### src/rtl/brd_irq_pkg.sv
package brd_irq_pkg;
  localparam int unsigned OFS_W   = 20;
  localparam int unsigned DATA_W  = 32;
  localparam int unsigned N_SRC   = 16;
  localparam int unsigned N_STORE = 10;
  localparam logic [DATA_W-1:0] LATCH_MASK = 32'h000F_EEFF;
  localparam logic [OFS_W-1:0]  OFS_MASK   = 20'h000C0;
  localparam logic [OFS_W-1:0]  OFS_PEND   = 20'h000D0;

  function automatic logic [OFS_W-1:0] store_ofs(input int unsigned i);
    case (i)
      0:       return 20'h00010;
      1:       return 20'h00014;
      2:       return 20'h00040;
      3:       return 20'h00060;
      4:       return 20'h00080;
      5:       return 20'h00084;
      6:       return 20'h00088;
      7:       return 20'h00090;
      8:       return 20'h000E0;
      default: return 20'h000E4;
    endcase
  endfunction
endpackage

### src/rtl/brd_irq_pick.sv
module brd_irq_pick #(
  parameter int unsigned N  = 16,
  localparam int unsigned IW = (N > 1) ? $clog2(N) : 1
) (
  input  logic [N-1:0]  req_i,
  output logic          hit_o,
  output logic [IW-1:0] idx_o
);
  always_comb begin
    idx_o = '0;
    for (int i = N - 1; i >= 0; i--) begin
      if (req_i[i]) idx_o = IW'(i);
    end
  end
  assign hit_o = |req_i;
endmodule

### src/rtl/brd_irq_core.sv
module brd_irq_core #(
  parameter int unsigned N_SRC  = 16,
  parameter int unsigned DATA_W = 32,
  parameter logic [DATA_W-1:0] LATCH = '1,
  localparam int unsigned IW = (N_SRC > 1) ? $clog2(N_SRC) : 1
) (
  input  logic              clk_i,
  input  logic              rst_ni,
  input  logic              mask_wr_i,
  input  logic              pend_wr_i,
  input  logic [DATA_W-1:0] wdata_i,
  input  logic [N_SRC-1:0]  irq_src_i,
  output logic [DATA_W-1:0] mask_o,
  output logic [DATA_W-1:0] pend_o,
  output logic              irq_o,
  output logic [DATA_W-1:0] pin_o
);
  logic [N_SRC-1:0]  src_q, chg, en_chg;
  logic [DATA_W-1:0] lvl_q, lvl_d, pin_d, mask_q, pend_q, pend_d;
  logic              hit_v, irq_d;
  logic [IW-1:0]     hit_idx;

  assign chg    = irq_src_i ^ src_q;
  assign en_chg = chg & mask_q[N_SRC-1:0];

  brd_irq_pick #(.N(N_SRC)) u_pick (
    .req_i (en_chg),
    .hit_o (hit_v),
    .idx_o (hit_idx)
  );

  always_comb begin
    lvl_d = lvl_q;
    pin_d = pin_q_w();
    if (mask_wr_i) begin
      lvl_d = lvl_q ^ pend_q;
      pin_d = (pin_o & ~pend_q) | (lvl_d & pend_q);
    end
    for (int b = 0; b < N_SRC; b++) begin
      if (chg[b]) lvl_d[b] = irq_src_i[b];
    end
  end

  function automatic logic [DATA_W-1:0] pin_q_w();
    return pin_o;
  endfunction

  always_comb begin
    pend_d = pend_q;
    irq_d  = irq_o;
    if (hit_v) begin
      pend_d = DATA_W'(1) << hit_idx;
      irq_d  = irq_src_i[hit_idx];
    end else if (pend_wr_i) begin
      pend_d = wdata_i & LATCH;
    end
  end

  always_ff @(posedge clk_i or negedge rst_ni) begin
    if (!rst_ni) begin
      src_q  <= '0;
      lvl_q  <= '0;
      pin_o  <= '0;
      mask_q <= '0;
      pend_q <= '0;
      irq_o  <= 1'b0;
    end else begin
      src_q  <= irq_src_i;
      lvl_q  <= lvl_d;
      pin_o  <= pin_d;
      pend_q <= pend_d;
      irq_o  <= irq_d;
      if (mask_wr_i) mask_q <= wdata_i & LATCH;
    end
  end

  assign mask_o = mask_q;
  assign pend_o = pend_q;

  AST_IRQ_FOLLOW: assert property (@(posedge clk_i) disable iff (!rst_ni)
    hit_v |=> irq_o == $past(irq_src_i[hit_idx]));
  AST_PEND_ONEHOT: assert property (@(posedge clk_i) disable iff (!rst_ni)
    hit_v |=> $countones(pend_q) == 1);
  AST_PEND_QUIET: assert property (@(posedge clk_i) disable iff (!rst_ni)
    (!hit_v && !pend_wr_i) |=> $stable(pend_q));
  AST_IRQ_HOLD: assert property (@(posedge clk_i) disable iff (!rst_ni)
    !hit_v |=> $stable(irq_o));
  AST_PIN_HOLD: assert property (@(posedge clk_i) disable iff (!rst_ni)
    !mask_wr_i |=> $stable(pin_o));
  AST_PICK_LOWEST: assert property (@(posedge clk_i) disable iff (!rst_ni)
    hit_v |-> (en_chg & ((N_SRC'(1) << hit_idx) - N_SRC'(1))) == '0);
endmodule

### src/rtl/brd_irq_regfile.sv
module brd_irq_regfile #(
  parameter int unsigned DATA_W  = 32,
  parameter int unsigned N_STORE = 10
) (
  input  logic                           clk_i,
  input  logic                           rst_ni,
  input  logic                           req_i,
  input  logic                           we_i,
  input  logic [brd_irq_pkg::OFS_W-1:0]  addr_i,
  input  logic [DATA_W-1:0]              wdata_i,
  input  logic [DATA_W-1:0]              mask_i,
  input  logic [DATA_W-1:0]              pend_i,
  output logic [DATA_W-1:0]              rdata_o
);
  logic [DATA_W-1:0] store_q [N_STORE];
  logic [DATA_W-1:0] rd_val;
  logic              rd_hit;

  for (genvar i = 0; i < N_STORE; i++) begin : g_store
    always_ff @(posedge clk_i or negedge rst_ni) begin
      if (!rst_ni) store_q[i] <= '0;
      else if (req_i && we_i && addr_i == brd_irq_pkg::store_ofs(i)) store_q[i] <= wdata_i;
    end
  end

  always_comb begin
    rd_val = '0;
    rd_hit = 1'b0;
    for (int i = 0; i < N_STORE; i++) begin
      if (addr_i == brd_irq_pkg::store_ofs(i)) begin
        rd_val = store_q[i];
        rd_hit = 1'b1;
      end
    end
    if (addr_i == brd_irq_pkg::OFS_MASK) begin
      rd_val = mask_i;
      rd_hit = 1'b1;
    end
    if (addr_i == brd_irq_pkg::OFS_PEND) begin
      rd_val = pend_i;
      rd_hit = 1'b1;
    end
  end

  always_ff @(posedge clk_i or negedge rst_ni) begin
    if (!rst_ni)              rdata_o <= '0;
    else if (req_i && !we_i)  rdata_o <= rd_val;
  end

  AST_UNDEF_ZERO: assert property (@(posedge clk_i) disable iff (!rst_ni)
    (req_i && !we_i && !rd_hit) |=> rdata_o == '0);
  AST_RDATA_HOLD: assert property (@(posedge clk_i) disable iff (!rst_ni)
    !(req_i && !we_i) |=> $stable(rdata_o));
endmodule

### src/rtl/brd_irq_hub.sv
module brd_irq_hub #(
  parameter int unsigned N_SRC  = brd_irq_pkg::N_SRC,
  parameter int unsigned DATA_W = brd_irq_pkg::DATA_W
) (
  input  logic                          clk_i,
  input  logic                          rst_ni,
  input  logic                          req_i,
  input  logic                          we_i,
  input  logic [brd_irq_pkg::OFS_W-1:0] addr_i,
  input  logic [DATA_W-1:0]             wdata_i,
  output logic [DATA_W-1:0]             rdata_o,
  input  logic [N_SRC-1:0]              irq_src_i,
  output logic                          irq_o,
  output logic [DATA_W-1:0]             pin_o
);
  logic              mask_wr, pend_wr;
  logic [DATA_W-1:0] mask_w, pend_w;

  assign mask_wr = req_i && we_i && addr_i == brd_irq_pkg::OFS_MASK;
  assign pend_wr = req_i && we_i && addr_i == brd_irq_pkg::OFS_PEND;

  brd_irq_core #(
    .N_SRC  (N_SRC),
    .DATA_W (DATA_W),
    .LATCH  (DATA_W'(brd_irq_pkg::LATCH_MASK))
  ) u_core (
    .clk_i     (clk_i),
    .rst_ni    (rst_ni),
    .mask_wr_i (mask_wr),
    .pend_wr_i (pend_wr),
    .wdata_i   (wdata_i),
    .irq_src_i (irq_src_i),
    .mask_o    (mask_w),
    .pend_o    (pend_w),
    .irq_o     (irq_o),
    .pin_o     (pin_o)
  );

  brd_irq_regfile #(
    .DATA_W  (DATA_W),
    .N_STORE (brd_irq_pkg::N_STORE)
  ) u_regs (
    .clk_i   (clk_i),
    .rst_ni  (rst_ni),
    .req_i   (req_i),
    .we_i    (we_i),
    .addr_i  (addr_i),
    .wdata_i (wdata_i),
    .mask_i  (mask_w),
    .pend_i  (pend_w),
    .rdata_o (rdata_o)
  );
endmodule

### config.mk
export PLATFORM = sky130hd
export DESIGN_NAME = brd_irq_hub
export DESIGN_NICKNAME = d
export VERILOG_FILES = /design/src/rtl/brd_irq_pkg.sv /design/src/rtl/brd_irq_pick.sv /design/src/rtl/brd_irq_core.sv /design/src/rtl/brd_irq_regfile.sv /design/src/rtl/brd_irq_hub.sv
export SDC_FILE = /design/constraint.sdc
export NUM_CORES = 1
export LEC_CHECK = 0
export ABC_AREA = 0
export BUFFER_PORTS_ARGS = -buffer_cell sky130_fd_sc_hd__buf_2
export CAP_MARGIN = 20
export CORE_ASPECT_RATIO = 0.6
export CORE_MARGIN = 3
export CORE_UTILIZATION = 48
export CTS_BUF_LIST = sky130_fd_sc_hd__clkbuf_16
export CTS_CLUSTER_DIAMETER = 150
export DETAILED_ROUTE_END_ITERATION = 16
export GPL_TIMING_DRIVEN = 0
export PLACE_DENSITY = 0.64
export SLEW_MARGIN = 10
export SYNTH_ARGS = -nofsm -noshare
export SYNTH_HDL_FRONTEND = slang
export SYNTH_SLANG_ARGS = --single-unit
### constraint.sdc
create_clock -name clk_i -period 2.8 [get_ports clk_i]
set_clock_uncertainty 0.15 [all_clocks]
set_input_delay 0.28 -clock clk_i [delete_from_list [all_inputs] [get_ports clk_i]]
set_output_delay 0.28 -clock clk_i [all_outputs]
set_load 0.03 [all_outputs]
==> results of run 1 <==
==> worst max-delay path, cell delays in order <==
cell and delay [ns]:
dlygate4sd3_1 0.53, buf_2 0.19, xor2_2 0.36, a22oi_1 0.28
a221oi_4 0.47, buf_4 0.20, nor3_1 0.05, a2111o_1 0.39
o311ai_0 0.11, o211ai_1 0.16
==> cell type report <==
cell class | count | area (sq um)
Tap cell | 560 | 701
Multi-Input combinational cell | 1054 | 8430
Timing Repair Buffer | 161 | 1110
Inverter | 19 | 71.3
Fill cell | 3386 | 17500
Antenna cell | 2 | 5.00
Buffer | 133 | 659
Clock inverter | 33 | 244
Sequential cell | 447 | 11200
Clock buffer | 43 | 1080
==> placed cells by master (no fill, tap or decap), types with 25 or more instances in the layout <==
master         instances
a221oi_1              26
dlygate4sd3_1         35
buf_1                 32
mux2_2               336
buf_2                133
buf_4                 28
nor2_1                85
a222oi_1              31
dfrtp_1              447
clkbuf_16             43
nand2_1               99
inv_1                 29
a21oi_1               33
a22oi_1               42
o22ai_1               34
nand3_1               25
clkbuf_1              40
o21ai_0               63
==> worst paths after layout <==
kind,start,endpoint,slack (ns),cells after the start
min in group clk_i,req_i,u_core.pend_o[17],0.11,5
max in group asynchronous,rst_ni,u_core.mask_o[7],1.10,4
max reg2reg,u_core.src_q[11],u_core.irq_o,0.06,8
min reg2reg,u_core.lvl_q[18],u_core.pin_o[18],0.32,1
max,irq_src_i[11],u_core.irq_o,0.04,10
min,rst_ni,u_regs.store_q[25],0.07,2
==> state kept, by name (all words and copies together), names as in the netlist <==
| signal | flops |
|---|---|
| u_core.irq_o | 1 |
| u_core.lvl_q | 20 |
| u_core.mask_o | 18 |
| u_core.pend_o | 20 |
| u_core.pin_o | 20 |
| u_core.src_q | 16 |
| u_regs.rdata_o | 32 |
| u_regs.store_q | 320 |
==> repair_timing <==
action,CTS,global route
setup endpoints to repair,87,79
hold buffers,35,0
pin swaps,2,12
setup buffers,4,9
gates resized for setup,31,30
endpoints found under the hold margin,311,0
==> cells by family after synthesis <==
| family | Yosys count | share of synthesized area [%] |
|---|---|---|
| DFF | 447 | 55.6 |
| muxes | 337 | 18.9 |
| AOI/OAI and AO/OA | 325 | 11.5 |
| xor gates and xnor gates | 35 | 1.52 |
| adders and majority gates | 16 | 0.796 |
| other | 1 | 0.0186 |
| and+or+nand+nor | 329 | 8.25 |
| buffers and inverters | 154 | 3.45 |
==> power by group through the flow <==
stage	registers (W)	clock network (W)	logic, W
2_1_floorplan	0.00676	0	0.000327
3_5_place_dp	0.00673	0	0.000754
5_1_grt	0.00662	0.00601	0.000898
4_1_cts	0.00661	0.00572	0.000806
3_3_place_gp	0.00673	0	0.000721
6_report	0.00661	0.00564	0.000819
==> through the flow <==
step / TNS [ns] / hold WS (ns) / cell area [sq um] / setup WS [ns]
2_1_floorplan: 0 / -0.166 / 20200 / 0.250
6_report: 0 / 0.0676 / 23500 / 0.0416
4_1_cts: 0 / 0.0710 / 23300 / 0.00247
3_3_place_gp: -3457.50 / 0.293 / 21400 / -7.48
3_5_place_dp: -143.59 / 0.0495 / 21500 / -1.04
5_1_grt: -0.00485 / 0.0877 / 23500 / -0.00485
==> routing by layer <==
layer / track usage, % / part of all wire [%]
met5: 0 / 0
met4: 5.63 / 1.5
met3: 10.0 / 12
met2: 39.5 / 40
met1: 42.4 / 46
==> flow_metrics.env, run 1 <==
export IMPL_status="finished, final reports clean"
export IMPL_avgRoutedWirePerCell_microns=25.7
export IMPL_power_leakage_nw=11.7
export IMPL_start_kind="input pin"
export IMPL_dominantRegCellSynth="dfrtp_1"
export IMPL_initial_core_util_pct=49.1
export IMPL_yosysSeqAreaShare_pct=55.6
export IMPL_cts_root_buf="clkbuf_16"
export IMPL_via_per_inst=6.13
export IMPL_area_delta_synth_final_pct=16.7
export IMPL_die_w_microns=270
export IMPL_first_global_vias=15046
export IMPL_final_setup_viol_count=0
export IMPL_syn_inst=1644
export IMPL_core_sq_mm=0.0409
export IMPL_synthTopCellsByArea="dfrtp_1, mux2_2, nand2_1"
export IMPL_p_clk_share_pct=43.1
export IMPL_slew_headroom_pct=30.9
export IMPL_grt_pass1_wl_mm=94.6
export IMPL_worst_path_max_fanout=7
export IMPL_clkLatencyLatePin_ns=0.56
export IMPL_synth_area_sq_mm=0.0201
export IMPL_cp_required_ns=3.07
export IMPL_avgSynthCellArea_sq_um=12.2
export IMPL_grt_max_degree=113
export IMPL_gp_congestion=0.990
export IMPL_worst_pin_slew_ns=1.04
export IMPL_clk_pin_slew_ns=0.07
export IMPL_final_max_slew_violation_count=0
export IMPL_fin_crit_ns=2.76
export IMPL_boundaryPins=137
export IMPL_synth_most_common_cell="dfrtp_1"
export IMPL_ys_ff_latch=447
export IMPL_ant_nets=0
export IMPL_antenna_found_initial=2
export IMPL_cts_buffer_depth=3
export IMPL_synthArstFlopShare_pct=100
export IMPL_ys_warn_count=0
export IMPL_synth_area_leader_cell="dfrtp_1"
export IMPL_p_per_area_mw_per_mm2=557
export IMPL_clock_fmax_ghz=0.363
export IMPL_fin_crit_sh_pct=98.5
export IMPL_cts_tree="done"
export IMPL_p_switching_w=0.00313
export IMPL_cap_violations=0
export IMPL_instances_no_fill=2452
export IMPL_numCtsBuffers=42
export IMPL_max_vdd_ir_drop_uv=400
export IMPL_synth_top_area_share_pct=55.6
export IMPL_rows=57
export IMPL_globalRouteTotalUtil_pct=28.3
export IMPL_io_buffers=109
export IMPL_critPathCaptureType="register"
export IMPL_synth_edf_count=0
export IMPL_worst_setup_path_type="input pin to register"
export IMPL_h_tree_depth=2
export IMPL_layout_drive_gt1_share_pct=32.6
export IMPL_drt_iter0_markers=1915
export IMPL_dp_hpwl_mm=45.9
export IMPL_sw_frac_of_total_pct=23.9
export IMPL_finalWirelength_mm=63.0
export IMPL_seq_power_share_pct=50.6
export IMPL_timing_hold_violations_final=0
export IMPL_final_util_pct=57.4
export IMPL_gr_total_overflow=0
export IMPL_drc=0
export IMPL_die_y_microns=165
export IMPL_synth_common_cells="dfrtp_1, mux2_2, nand2_1"
export IMPL_p_comb_share_pct=6.3
export IMPL_arrival_ns=3.02
export IMPL_drtPass1Iterations=6
export IMPL_via_count=15027
export IMPL_power_w=0.0131
export IMPL_dieArea_sq_mm=0.0445
export IMPL_fin_nets=1930
export IMPL_min_path_type="input pin to asynchronous set/reset pin"
export IMPL_placed_cells=2328
export IMPL_p_int_w=0.00994
export IMPL_clock_sinks=447
export IMPL_synth_distinct_cells=65
Note: power is estimated with default switching activity, not from simulation.
==> inputs of run 2 (changes only) <==
- CELL_PAD_IN_SITES_DETAIL_PLACEMENT: unset -> 0
- CELL_PAD_IN_SITES_GLOBAL_PLACEMENT: unset -> 1
- PLACE_DENSITY: 0.64 -> unset
- PLACE_DENSITY_LB_ADDON: unset -> 0.1
==> flow_metrics.env, run 2 (synthesized netlist as in run 1, its figures left out) <==
export IMPL_status="finished, violations left"
export IMPL_violations="negative setup slack"
export IMPL_final_max_slew_violation_count=0
export IMPL_timing_hold_violations_final=0
export IMPL_final_cell_mix="dfrtp_1, mux2_2, buf_2"
export IMPL_gr_total_overflow=0
export IMPL_cts_buffer_depth=3
export IMPL_p_per_area_mw_per_mm2=562
export IMPL_power_leakage_nw=11.8
export IMPL_fin_crit_sh_pct=102
export IMPL_cts_root_buf="clkbuf_16"
export IMPL_final_cell_area_sq_mm=0.0236
export IMPL_h_tree_depth=2
export IMPL_fin_nets=1937
export IMPL_rsz0062_at_grt="yes"
export IMPL_cp_required_ns=3.12
export IMPL_numCtsBuffers=43
export IMPL_max_vdd_ir_drop_uv=477
export IMPL_io_buffers=109
export IMPL_dp_hpwl_mm=46.9
export IMPL_layout_drive_gt1_share_pct=33.6
export IMPL_drtPass1Iterations=6
export IMPL_die_y_microns=165
export IMPL_worst_pin_slew_ns=0.987
export IMPL_drt_iter0_markers=1727
export IMPL_clk_pin_slew_ns=0.07
export IMPL_cts_tree="done"
export IMPL_arrival_ns=3.18
export IMPL_r2r_cells=7
export IMPL_grt_pass1_wl_mm=95.3
export IMPL_clock_fmax_ghz=0.349
export IMPL_slew_headroom_pct=34.2
export IMPL_globalRouteTotalUtil_pct=28.7
export IMPL_min_path_type="input pin to register"
export IMPL_regMostFlops="u_regs.store_q"
export IMPL_dieArea_sq_mm=0.0445
export IMPL_clock_sinks=447
export IMPL_first_global_vias=15023
export IMPL_largest_reg_flops=320
export IMPL_dpl_instance_area_sq_mm=0.0215
export IMPL_via_per_inst=6.10
export IMPL_boundaryPins=137
export IMPL_start_kind="input pin"
export IMPL_fin_ws_ns=-0.0639
export IMPL_final_setup_viol_count=1
export IMPL_ant_nets=0
export IMPL_cap_violations=0
export IMPL_whs_ns=0.116
export IMPL_worst_path_max_fanout=6
export IMPL_drc=0
export IMPL_antenna_found_initial=3
export IMPL_via_count=14996
export IMPL_area_delta_synth_final_pct=17.6
export IMPL_holdPathStages=2
export IMPL_final_common_cell="dfrtp_1"
export IMPL_core_sq_mm=0.0409
export IMPL_grt_max_degree=110
export IMPL_critPathCaptureType="register"
export IMPL_clkLatencyLatePin_ns=0.56
export IMPL_finalWirelength_mm=64.1
export IMPL_rows=57
export IMPL_initial_core_util_pct=49.1
export IMPL_avgRoutedWirePerCell_microns=26.1
export IMPL_gp_congestion=0.928
export IMPL_die_w_microns=270
export IMPL_fin_crit_ns=2.86
export IMPL_worst_setup_path_type="input pin to register"
export IMPL_reg_top3="u_regs.store_q (320), u_regs.rdata_o (32)"
-- run 2: cell count changes in the layout (fill, tap and decap cells not counted), moves of 3 or more --
cell / previous run / this run
buf_2: 133 / 130
clkinv_2: 4 / 10
buf_4: 28 / 35
clkinvlp_4: 0 / 3
nand3_2: 0 / 5
nand3_1: 25 / 20
nor4_2: 3 / 0
clkinv_1: 13 / 5
nor4_4: 5 / 8
clkbuf_2: 10 / 14
-- run 2: routing by layer --
metal	up-vias	track usage [%]	part of all wire [%]
met4	2	5.26	1.5
met5	-	0	0.020
met3	80	10.0	11
li1	6524	-	-
met1	7752	44.6	48
met2	638	38.6	39
-- run 2: layout make-up --
class	count	area, sq um
Clock buffer	45	1130
Sequential cell	447	11200
Fill cell	3524	17300
Inverter	19	71.3
Timing Repair Buffer	166	1150
Antenna cell	1	2.50
Multi-Input combinational cell	1054	8490
Buffer	134	662
Clock inverter	32	254
Tap cell	560	701
-- run 2: timing repair --
action / 4_1_cts / 5_1_grt
pin swaps: 4 / 12
hold buffers: 35 / 0
setup endpoints to repair: 100 / 75
gates resized for setup: 34 / 39
hold endpoints to repair: 128 / 0
setup buffers: 9 / 9
-- run 2: path summary, 6_finish.rpt --
kind	startpoint	endpoint	slack (ns)
worst min-delay path	wdata_i[24]	u_regs.store_q[312]	0.12
worst max register to register	u_core.src_q[14]	u_core.pend_o[14]	-0.01
min in group asynchronous	rst_ni	u_regs.rdata_o[26]	0.14
max in group asynchronous	rst_ni	u_regs.store_q[161]	0.96
worst max-delay path	irq_src_i[14]	u_core.pend_o[14]	-0.06
worst min register to register	u_core.lvl_q[18]	u_core.lvl_q[18]	0.32
-- run 2: stage by stage --
step           total power [W]  cells  setup TNS [ns]  setup WS (ns)  util [%]
2_1_floorplan          0.00708   1655               0          0.250         -
3_3_place_gp           0.00746   2324        -3571.77          -7.67      52.3
3_5_place_dp           0.00749   2328         -172.07          -1.29      52.6
4_1_cts                 0.0134   2448               0         0.0172      57.3
5_1_grt                 0.0137   2458         -0.0491        -0.0435      57.8
6_report                0.0133   2458         -0.0639        -0.0639      57.8
-- run 2: worst max-delay path: stages --
cell and delay (ns):
dlygate4sd3_1 0.53, buf_2 0.20, xnor2_1 0.15, o211ai_1 0.64, a221oi_4 0.17, o31ai_1 0.48
and2_1 0.32, nand2_1 0.22, a21oi_1 0.19
-- run 2: power by group --
group / switching, W / internal [W]
registers: 0.0000741 / 0.00654
clock network: 0.00255 / 0.00328
logic: 0.000582 / 0.000269
total: 0.00321 / 0.0101
==> inputs of run 3 (changes only) <==
- CORE_UTILIZATION: 48 -> 45
- clock period: 2.8 -> 2.6 ns (I/O delays scaled with it)
==> flow_metrics.env, run 3 (synthesized netlist as in run 1, its figures left out) <==
export IMPL_final_common_cell="dfrtp_1"
export IMPL_ant_nets=0
export IMPL_dpl_instance_area_sq_mm=0.0215
export IMPL_initial_core_util_pct=46.0
export IMPL_first_global_vias=14961
export IMPL_start_kind="register"
export IMPL_clock_fmax_ghz=0.380
export IMPL_fillers=3781
export IMPL_finalWirelength_mm=65.2
export IMPL_fin_setup_tns_ns=-0.0321
export IMPL_rsz0062_at_grt="yes"
export IMPL_rows=59
export IMPL_critPathCaptureType="register"
export IMPL_violations="negative setup slack"
export IMPL_io_buffers=109
export IMPL_cts_buffer_depth=3
export IMPL_reg_top3="u_regs.store_q (320), u_regs.rdata_o (32)"
export IMPL_area_delta_synth_final_pct=18.4
export IMPL_die_y_microns=170
export IMPL_h_tree_depth=2
export IMPL_min_path_type="input pin to register"
export IMPL_clk_pin_slew_ns=0.07
export IMPL_fin_crit_ns=2.63
export IMPL_clock_sinks=447
export IMPL_p_per_area_mw_per_mm2=600
export IMPL_drt_iter0_markers=1652
export IMPL_slew_headroom_pct=40.6
export IMPL_clkLatencyLatePin_ns=0.57
export IMPL_avgRoutedWirePerCell_microns=26.3
export IMPL_boundaryPins=137
export IMPL_arrival_ns=2.97
export IMPL_regMostFlops="u_regs.store_q"
export IMPL_via_count=15072
export IMPL_dp_hpwl_mm=47.1
export IMPL_final_max_slew_violation_count=0
export IMPL_timing_hold_violations_final=0
export IMPL_cts_tree="done"
export IMPL_fin_nets=1937
export IMPL_placed_cells=2347
export IMPL_drtPass1Iterations=6
export IMPL_status="finished, violations left"
export IMPL_worst_path_max_fanout=6
export IMPL_final_util_pct=54.5
export IMPL_final_cell_area_sq_mm=0.0238
export IMPL_instances_no_fill=2475
export IMPL_gr_total_overflow=0
export IMPL_cts_root_buf="clkbuf_16"
export IMPL_worst_pin_slew_ns=0.892
export IMPL_largest_reg_flops=320
export IMPL_power_leakage_nw=11.8
export IMPL_layout_drive_gt1_share_pct=35.5
export IMPL_dieArea_sq_mm=0.0474
export IMPL_final_setup_viol_count=1
export IMPL_grt_pass1_wl_mm=96.8
export IMPL_gp_congestion=0.929
export IMPL_fin_crit_sh_pct=101
export IMPL_cp_required_ns=2.94
export IMPL_worst_setup_path_type="register to register"
export IMPL_drc=0
export IMPL_grt_max_degree=113
export IMPL_fin_ws_ns=-0.0321
export IMPL_antenna_found_initial=1
export IMPL_core_sq_mm=0.0437
export IMPL_via_per_inst=6.09
export IMPL_max_vdd_ir_drop_uv=441
export IMPL_die_w_microns=279
export IMPL_numCtsBuffers=44
export IMPL_cap_violations=0
export IMPL_globalRouteTotalUtil_pct=27.5
export IMPL_final_cell_mix="dfrtp_1, mux2_2, buf_2"
## run 3: cell count changes in the layout (fill, tap and decap cells not counted), sizes merged
cell	previous run	this run
bufinv	4	3
inv	28	31
buf	206	203
clkinv	16	14
clkbuf	104	106
clkinvlp	3	2
## run 3: worst paths after layout
check                                       from                   to  slack, ns  cells past startpoint
max in group asynchronous                 rst_ni  u_regs.store_q[265]       0.37                      5
worst min register to register  u_core.lvl_q[17]     u_core.pin_o[17]       0.32                      1
worst max-delay path            u_core.src_q[14]         u_core.irq_o      -0.03                      8
worst min-delay path                       req_i    u_core.pend_o[18]       0.08                      5
min in group asynchronous                 rst_ni   u_regs.rdata_o[25]       0.13                      2
worst max register to register  u_core.src_q[14]         u_core.irq_o      -0.03                      8
## run 3: critical path, stage by stage (launching register included)
cell and delay (ns):
dfrtp_1 0.43, xnor2_1 0.15, o211ai_1 0.62, a221oi_4 0.21, buf_4 0.19, or3_1 0.31, and4_1 0.20, a211o_1 0.22
o211ai_1 0.08
## run 3: per-stage QoR
step | hold slack, ns | setup slack, ns | power (W)
4_1_cts | 0.0486 | 0.00690 | 0.0143
3_3_place_gp | 0.275 | -7.90 | 0.00804
2_1_floorplan | -0.186 | 0.0701 | 0.00763
3_5_place_dp | 0.149 | -1.35 | 0.00807
6_report | 0.0760 | -0.0321 | 0.0143
5_1_grt | 0.0839 | -0.102 | 0.0148
## run 3: cell type report
cell class                      count  area, sq um  share of cell area [%]
Antenna cell                        1         2.50                  0.0105
Buffer                            132          706                    2.96
Clock buffer                       45         1130                    4.73
Clock inverter                     31          233                   0.977
Inverter                           19         71.3                   0.299
Multi-Input combinational cell   1054         8600                    36.1
Sequential cell                   447        11200                    47.0
Tap cell                          579          724                    3.04
Timing Repair Buffer              167         1160                    4.89
## run 3: layer usage
metal	global-route usage [%]	share of wire, %
met1	43.5	48
met2	36.6	40
met3	8.72	10
met4	5.22	1.4
met5	0	0
## run 3: where the power goes
group	internal, W	switching [W]
Combinational	0.000290	0.000628
Sequential	0.00704	0.0000812
Clock	0.00344	0.00280
## run 3: repair_timing
action	4_1_cts	5_1_grt
pin swaps	11	17
hold buffers	35	0
resized for setup	57	78
buffers inserted	14	5
endpoints found under the setup margin	122	143
gates cloned	0	0
hold endpoints to repair	147	0
